### src/rtl/msi_pkg.sv
package msi_pkg;

  localparam int VEC_W = 8;

  // clamp a requested count code to the capability code
  function automatic logic [2:0] clamp_count(input logic [2:0] req, input logic [2:0] cap);
    return (req > cap) ? cap : req;
  endfunction

  // replace low bits of the vector with the (folded) source index
  function automatic logic [VEC_W-1:0] merge_vector(input logic [VEC_W-1:0] vec,
                                                    input logic [VEC_W-1:0] idx,
                                                    input logic [2:0]       cnt_code);
    logic [VEC_W-1:0] low_mask;
    logic [VEC_W-1:0] eff;
    low_mask = (VEC_W'(1) << cnt_code) - VEC_W'(1);
    eff      = (idx > low_mask) ? low_mask : idx;
    return (vec & ~low_mask) | eff;
  endfunction

endpackage

### src/rtl/msi_cfg_regs.sv
module msi_cfg_regs
  import msi_pkg::*;
#(
  parameter logic [2:0] CAP_CODE = 3'd3,
  parameter bit         CAP_64   = 1'b1
) (
  input  logic        clk,
  input  logic        rst_n,
  input  logic [1:0]  sel,
  input  logic        we,
  input  logic [31:0] wdata,
  output logic [31:0] rdata,
  output logic        msi_en,
  output logic [2:0]  cnt_code,
  output logic [63:0] msg_addr,
  output logic [15:0] data_base
);
  localparam logic [11:0] ADDR_TOP = 12'hFEE;

  logic [7:0]  dest_q;
  logic        hint_q, mode_q;
  logic        tmode_q, tlevel_q;
  logic [2:0]  dmode_q;
  logic [7:0]  vec_q;
  logic [31:0] hi_q;
  logic [31:0] ctl_word, lo_word, data_word;

  always_ff @(posedge clk or negedge rst_n) begin
    if (!rst_n) begin
      msi_en   <= 1'b0;
      cnt_code <= 3'd0;
      dest_q   <= '0;
      hint_q   <= 1'b0;
      mode_q   <= 1'b0;
      tmode_q  <= 1'b0;
      tlevel_q <= 1'b0;
      dmode_q  <= '0;
      vec_q    <= '0;
    end else if (we) begin
      case (sel)
        2'd0: begin
          msi_en   <= wdata[0];
          cnt_code <= clamp_count(wdata[6:4], CAP_CODE);
        end
        2'd1: begin
          dest_q <= wdata[19:12];
          hint_q <= wdata[3];
          mode_q <= wdata[2];
        end
        2'd3: begin
          tmode_q  <= wdata[15];
          tlevel_q <= wdata[14];
          dmode_q  <= wdata[10:8];
          vec_q    <= wdata[7:0];
        end
        default: ;
      endcase
    end
  end

  generate
    if (CAP_64) begin : g_hi
      always_ff @(posedge clk or negedge rst_n) begin
        if (!rst_n)                 hi_q <= '0;
        else if (we && sel == 2'd2) hi_q <= wdata;
      end
    end else begin : g_no_hi
      assign hi_q = '0;
    end
  endgenerate

  assign ctl_word  = {24'd0, CAP_64, cnt_code, CAP_CODE, msi_en};
  assign lo_word   = {ADDR_TOP, dest_q, 8'd0, hint_q, mode_q, 2'b00};
  assign data_word = {16'd0, tmode_q, tlevel_q, 3'd0, dmode_q, vec_q};

  always_comb begin
    case (sel)
      2'd0:    rdata = ctl_word;
      2'd1:    rdata = lo_word;
      2'd2:    rdata = hi_q;
      default: rdata = data_word;
    endcase
  end

  assign msg_addr  = {hi_q, lo_word};
  assign data_base = data_word[15:0];
endmodule

### src/rtl/msi_pick.sv
module msi_pick #(
  parameter int NUM_SRC = 8,
  localparam int IDX_W  = (NUM_SRC > 1) ? $clog2(NUM_SRC) : 1
) (
  input  logic [NUM_SRC-1:0] pend,
  output logic               any,
  output logic [IDX_W-1:0]   idx
);
  always_comb begin
    idx = '0;
    for (int i = NUM_SRC - 1; i >= 0; i--) begin
      if (pend[i]) idx = IDX_W'(i);
    end
  end
  assign any = |pend;
endmodule

### src/rtl/msi_gen.sv
module msi_gen
  import msi_pkg::*;
#(
  parameter int         NUM_SRC  = 8,
  parameter logic [2:0] CAP_CODE = 3'd3,
  parameter bit         CAP_64   = 1'b1
) (
  input  logic               clk,
  input  logic               rst_n,
  input  logic [1:0]         cfg_sel,
  input  logic               cfg_we,
  input  logic [31:0]        cfg_wdata,
  output logic [31:0]        cfg_rdata,
  input  logic [NUM_SRC-1:0] irq_req,
  output logic               wr_valid,
  input  logic               wr_ready,
  output logic [63:0]        wr_addr,
  output logic [31:0]        wr_data,
  output logic               intx_disable
);
  localparam int IDX_W = (NUM_SRC > 1) ? $clog2(NUM_SRC) : 1;

  logic               msi_en;
  logic [2:0]         cnt_code;
  logic [63:0]        msg_addr;
  logic [15:0]        data_base;
  logic [NUM_SRC-1:0] pend_q;
  logic [NUM_SRC-1:0] clr_mask;
  logic               pick_any;
  logic [IDX_W-1:0]   pick_idx;
  logic [IDX_W-1:0]   cur_idx;
  logic               launch;   // a new message is loaded this cycle
  logic               accept;   // the bus takes the current message

  msi_cfg_regs #(.CAP_CODE(CAP_CODE), .CAP_64(CAP_64)) u_regs (
    .clk, .rst_n,
    .sel(cfg_sel), .we(cfg_we), .wdata(cfg_wdata), .rdata(cfg_rdata),
    .msi_en, .cnt_code, .msg_addr, .data_base
  );

  msi_pick #(.NUM_SRC(NUM_SRC)) u_pick (
    .pend(pend_q), .any(pick_any), .idx(pick_idx)
  );

  assign launch = !wr_valid && msi_en && pick_any;
  assign accept = wr_valid && wr_ready;

  always_comb begin
    clr_mask = '0;
    if (accept) clr_mask[cur_idx] = 1'b1;
  end

  always_ff @(posedge clk or negedge rst_n) begin
    if (!rst_n) pend_q <= '0;
    else        pend_q <= (pend_q & ~clr_mask) | irq_req;
  end

  always_ff @(posedge clk or negedge rst_n) begin
    if (!rst_n) begin
      wr_valid <= 1'b0;
      cur_idx  <= '0;
      wr_addr  <= '0;
      wr_data  <= '0;
    end else if (launch) begin
      wr_valid <= 1'b1;
      cur_idx  <= pick_idx;
      wr_addr  <= msg_addr;
      wr_data  <= {16'd0, data_base[15:8],
                   merge_vector(data_base[7:0], VEC_W'(pick_idx), cnt_code)};
    end else if (accept) begin
      wr_valid <= 1'b0;
    end
  end

  assign intx_disable = msi_en;
endmodule

### config.mk
export PLATFORM = sky130hd
export DESIGN_NAME = msi_gen
export DESIGN_NICKNAME = d
export VERILOG_FILES = /design/src/rtl/msi_pkg.sv /design/src/rtl/msi_cfg_regs.sv /design/src/rtl/msi_pick.sv /design/src/rtl/msi_gen.sv
export SDC_FILE = /design/constraint.sdc
export NUM_CORES = 1
export LEC_CHECK = 0
export BUFFER_PORTS_ARGS = -buffer_cell sky130_fd_sc_hd__buf_2
export CAP_MARGIN = 20
export CELL_PAD_IN_SITES_DETAIL_PLACEMENT = 1
export CELL_PAD_IN_SITES_GLOBAL_PLACEMENT = 1
export CORE_MARGIN = 2
export CORE_UTILIZATION = 35
export DETAILED_ROUTE_END_ITERATION = 7
export PLACE_DENSITY = 0.73
export SLEW_MARGIN = 40
export SYNTH_ARGS = -nofsm -noshare
export SYNTH_HDL_FRONTEND = slang
export SYNTH_SLANG_ARGS = --single-unit
### constraint.sdc
create_clock -name clk -period 5.7 [get_ports clk]
set_clock_uncertainty 0.15 [all_clocks]
set_input_delay 0.285 -clock clk [delete_from_list [all_inputs] [get_ports clk]]
set_output_delay 0.285 -clock clk [all_outputs]
set_load 0.01 [all_outputs]
==> metrics.yaml, run 1 <==
preCtsSetupSlack_ns: 2.80
top_layer: "met5"
cts.htree.levels: 4
clkPwrFrac: 0.333
synth-edff-count: 0
synth_area_leaders: "dfrtp_1, mux2_2, nand2_1"
setup_viol: 0
power.leakage_nw: 3.81
p_sw_frac: 0.332
syn_area_um2: 5810
layout_setup_ws_ns: 2.77
wl_per_cell_um: 17.3
drt_wl_total_mm: 16.4
power.switching_mw: 1.12
final_hold_viol_count: 0
drive_gt1_frac: 0.344
yosysWarningCount: 0
fmax_ghz: 0.342
intPower_mw: 2.26
synth_top_area_share: 0.547
firstDrtPassIters: 5
ys.flop_type: "dfrtp_1"
multiInputGateArea_um2: 2310
min_period_over_period: 0.513
route.met3.wl_um: 985
insertedDiodeCount: 0
path_max_fanout: 9
rsz0062_at_grt: "no"
power_density_nw_per_um2: 447
root_buffer: "clkbuf_16"
design_area_um2: 7540
grt-ovfl-total: 0
netlist_instances: 547
antenna_found_initial: 1
postRouteAntennaNets: 0
clk_pin_slew_ns: 0.06
ys_seq_elements: 127
initial_utilization: 0.354
fp.dieH_um: 133
start_kind: "flip-flop"
cp.required_ns: 5.89
gp_congestion: 0.827
nNetsFinal: 765
cts_setup_buffers: 0
seqPwrFrac: 0.400
peakVddDrop_v: 0.000220
io-pin-count: 176
cp-end-kind: "flip-flop"
grt_pass1_vias: 4979
register_area_um2: 3180
grt_first_pass_wirelength_mm: 26.4
cts_tree: "yes"
place_inst: 875
final_common_cell: "nand2_1"
wl_met1_mm: 6.97
maxSlewHeadroom: 0.499
wl_met2_mm: 8.22
core_um2: 16400
via_per_inst: 4.76
vias: 4507
tightest_slew_ns: 0.749
cts_buffers: 17
grt_max_degree: 67
max-cap-violations: 0
maxSlewViolCount: 0
fin_cells: 947
final_cell_mix: "nand2_1, buf_2, dfrtp_1, mux2_2, dlygate4sd3_1"
cts.sinks: 127
cp_data_arrival_time_ns: 3.11
ys_seq_area_frac: 0.547
dpl_cell_area_um2: 6530
yosysTopAreaCell: "dfrtp_1"
ys_types: 36
outcome: "finished clean"
drc_errors: 0
p_comb_frac: 0.267
clk_latency_ns: 0.42
io_buffer_count: 144
period_minus_slack_ns: 2.93
grt_util_all_layers: 0.193
fillers: 1864
rows: 47
worstSetupPathType: "reg2reg"
fp.dieW_um: 133
cts_buffer_depth: 2
postCtsResizedCells: 0
async_flop_share: 1.00
synth_area_per_cell_um2: 10.6
drt_iter0_drc: 180
hpwl_mm: 11.0
tns_ns: 0
die-area_um2: 17700
area_growth_pct: 29.8
hold_path.class: "in2reg"
Yosys cell counts, types with 2 or more instances:
master    number
clkbuf_1       8
xnor2_1        2
ha_1           4
o31ai_1        2
a21o_1        11
nor2_1        12
dfrtp_1      127
mux2_2        64
inv_1          7
buf_2         18
mux2_4         2
o21ai_0       15
nand3b_1       3
buf_6          2
nor2b_1        8
a31oi_1        3
a32oi_1        2
a22o_1        13
and2_1         4
nand2b_1      12
a22oi_1        3
a21oi_1        6
mux2i_1        4
buf_4         40
nand2_1      158
nand3_1        6
nor4_2         2
cells by family after synthesis:
kind of cell / synth area share
simple gates: 0.153
flops: 0.547
buf+inv: 0.0807
mux: 0.136
compound gates: 0.0708
fa+ha+maj: 0.00861
xor+xnor: 0.00301
other cells: 0.000645
stage by stage:
| step | total power, mW | utilization | hold slack, ns |
|---|---|---|---|
| 2_1_floorplan | 1.86 | - | -0.161 |
| 3_3_place_gp | 2.21 | 0.397 | 0.168 |
| 3_5_place_dp | 2.26 | 0.398 | 0.180 |
| 4_1_cts | 3.42 | 0.459 | 0.00877 |
| 5_1_grt | 3.58 | 0.460 | 0.0138 |
| 6_report | 3.38 | 0.460 | 0.0273 |
power by group through the flow:
| stage | Sequential [mW] | Clock, mW | Combinational, mW |
|---|---|---|---|
| 2_1_floorplan | 1.41 | 0 | 0.450 |
| 3_3_place_gp | 1.35 | 0 | 0.860 |
| 3_5_place_dp | 1.36 | 0 | 0.892 |
| 4_1_cts | 1.35 | 1.14 | 0.919 |
| 5_1_grt | 1.39 | 1.19 | 1.00 |
| 6_report | 1.35 | 1.12 | 0.901 |
final timing paths:
check | slack [ns] | cells after the start | endpoint | start
max in group asynchronous | 4.09 | 3 | u_regs.cnt_code[1] | rst_n
setup reg to reg | 2.77 | 9 | wr_data[0] | u_regs.cnt_code[0]
hold reg to reg | 0.32 | 2 | wr_addr[61] | wr_addr[61]
min in group asynchronous | 0.30 | 2 | wr_addr[31] | rst_n
hold / removal | 0.03 | 2 | u_regs.hi_q[2] | cfg_wdata[2]
setup / recovery | 2.77 | 9 | wr_data[0] | u_regs.cnt_code[0]
state kept, by name, indices dropped and copies added (netlist names):
name / count
u_regs.tlevel_q: 1
cur_idx: 3
u_regs.hi_q: 32
wr_addr: 43
u_regs.mode_q: 1
u_regs.msi_en: 1
u_regs.tmode_q: 1
pend_q: 8
u_regs.dest_q: 8
u_regs.vec_q: 8
u_regs.hint_q: 1
wr_data: 13
u_regs.dmode_q: 3
u_regs.cnt_code: 3
wr_valid: 1
layout make-up:
type | instances | share of cell area
well taps | 220 | 0.0365
flip-flops and latches | 127 | 0.421
clock buffers | 18 | 0.0582
inverters | 7 | 0.00348
multi-input cells | 375 | 0.306
clock inverters | 13 | 0.0212
repair buffers | 187 | 0.153
worst max-delay path, cell delays in order (launching register included):
cell	delay, ns
dfrtp_1	0.47
or3_1	0.43
ha_1	0.29
xnor2_1	0.18
ha_1	0.34
nand3b_1	0.10
a32oi_1	0.22
nand3_1	0.19
mux2_2	0.31
a31oi_1	0.18
repair_timing:
action,in CTS,in global routing
hold buffers,41,0
endpoints found under the hold margin,127,0
setup endpoints to repair,0,0
metal layers:
metal / vias to the layer above / GRT usage
li1: 2083 / -
met1: 2265 / 0.230
met2: 141 / 0.335
met3: 16 / 0.0636
met4: 2 / 0.0520
met5: - / 0
Note: power is estimated with default switching activity, not from simulation.
==> run 2: changes to the inputs <==
PLACE_DENSITY = 0.76   (was 0.73)
clock period = 2.63 ns   (was 5.7 ns; I/O delays follow)
==> metrics.yaml, run 2 (same netlist as run 1, synthesis figures left out) <==
outcome: "finished clean"
final_cell_mix: "nand2_1, buf_2, dfrtp_1, mux2_2, dlygate4sd3_1"
gp_congestion: 0.850
cts.sinks: 127
clk_latency_ns: 0.42
path_max_fanout: 4
grt_first_pass_wirelength_mm: 27.1
drt_wl_total_mm: 17.0
insertedDiodeCount: 0
place_inst: 890
rsz0062_at_grt: "yes"
setup_viol: 0
cp-end-kind: "flip-flop"
tns_ns: 0
wl_per_cell_um: 17.6
hpwl_mm: 11.3
drc_errors: 0
min_period_over_period: 0.990
area_growth_pct: 34.3
io_buffer_count: 144
core_um2: 16400
drive_gt1_frac: 0.371
rows: 47
fmax_ghz: 0.384
cts_tree: "yes"
cp_data_arrival_time_ns: 2.78
maxSlewHeadroom: 0.589
drt_iter0_drc: 175
cts_buffer_depth: 2
initial_utilization: 0.354
largest_reg_flops: 43
root_buffer: "clkbuf_16"
grt-ovfl-total: 0
grt_util_all_layers: 0.198
fp.dieW_um: 133
die-area_um2: 17700
cts_buffers: 17
cp.required_ns: 2.81
hold_path.class: "in2async"
grt_max_degree: 63
postRouteAntennaNets: 0
worstSetupPathType: "reg2reg"
io-pin-count: 176
antenna_found_initial: 0
clk_pin_slew_ns: 0.06
cts.htree.levels: 4
largestRegisters: "wr_addr: 43 flops, u_regs.hi_q: 32 flops, wr_data: 13 flops"
start_kind: "flip-flop"
vias: 4602
fillers: 1856
final_hold_viol_count: 0
period_minus_slack_ns: 2.60
grt_pass1_vias: 4968
largest-register: "wr_addr"
power_density_nw_per_um2: 964
firstDrtPassIters: 4
maxSlewViolCount: 0
fp.dieH_um: 133
max-cap-violations: 0
via_per_inst: 4.76
peakVddDrop_v: 0.000455
fin_cells: 966
final_common_cell: "nand2_1"
power.leakage_nw: 3.91
tightest_slew_ns: 0.616
nNetsFinal: 783
## run 2: per-stage QoR
| stage | power [mW] | hold slack [ns] | util | instance area (um2) | worst slack, ns |
|---|---|---|---|---|---|
| 2_1_floorplan | 4.04 | -0.314 | - | 5930 | 0.0107 |
| 6_report | 7.52 | 0.0104 | 0.476 | 7800 | 0.0259 |
| 5_1_grt | 7.96 | 0.0431 | 0.476 | 7800 | -0.0528 |
| 3_3_place_gp | 4.84 | -0.0889 | 0.405 | 6650 | 0.103 |
| 4_1_cts | 7.58 | 0.00990 | 0.473 | 7750 | 0.00116 |
| 3_5_place_dp | 4.94 | -0.0815 | 0.406 | 6650 | -0.0850 |
## run 2: area by class of cell
type / count / area, um2 / area share
clock buffers: 19 / 453 / 0.0580
well taps: 220 / 275 / 0.0353
repair buffers: 205 / 1310 / 0.168
clock inverters: 13 / 186 / 0.0239
inverters: 7 / 26.3 / 0.00337
multi-input cells: 375 / 2370 / 0.304
flip-flops and latches: 127 / 3180 / 0.407
## run 2: worst max-delay path, cell delays in order, from the launching register on
cell,delay (ns)
dfrtp_1,0.40
or3_4,0.40
ha_4,0.19
xnor2_4,0.15
ha_4,0.29
nand3b_1,0.09
a32oi_2,0.23
nand3_2,0.15
mux2_2,0.30
a31oi_1,0.16
## run 2: per-layer routing
layer | up-vias | track usage | wire, um
met5 | - | 0 | 0
met4 | 0 | 0.0747 | 336
met3 | 25 | 0.0575 | 929
met2 | 133 | 0.356 | 8750
met1 | 2328 | 0.220 | 6980
li1 | 2116 | - | -
## run 2: repair_timing
item,4_1_cts,5_1_grt
hold buffers,42,0
resized for setup,6,6
pin swaps,3,3
endpoints found under the setup margin,2,2
setup buffers,1,1
hold endpoints to repair,153,0
## run 2: worst paths after layout
check                                   start           endpoint  slack (ns)  cells after the start
min in group clk                       cfg_we    u_regs.tlevel_q        0.03                      3
max in group asynchronous               rst_n  u_regs.dmode_q[2]        1.42                      3
min                                     rst_n    u_regs.hi_q[12]        0.01                      2
max reg2reg                u_regs.cnt_code[2]         wr_data[0]        0.03                      9
max                        u_regs.cnt_code[2]         wr_data[0]        0.03                      9
min reg2reg                        wr_data[3]         wr_data[3]        0.31                      2
## run 2: power breakdown
group	switching, mW	leakage (nW)	internal, mW
clock	0.876	0.302	1.64
sequential	0.368	1.51	2.54
combinational	1.20	2.10	0.901
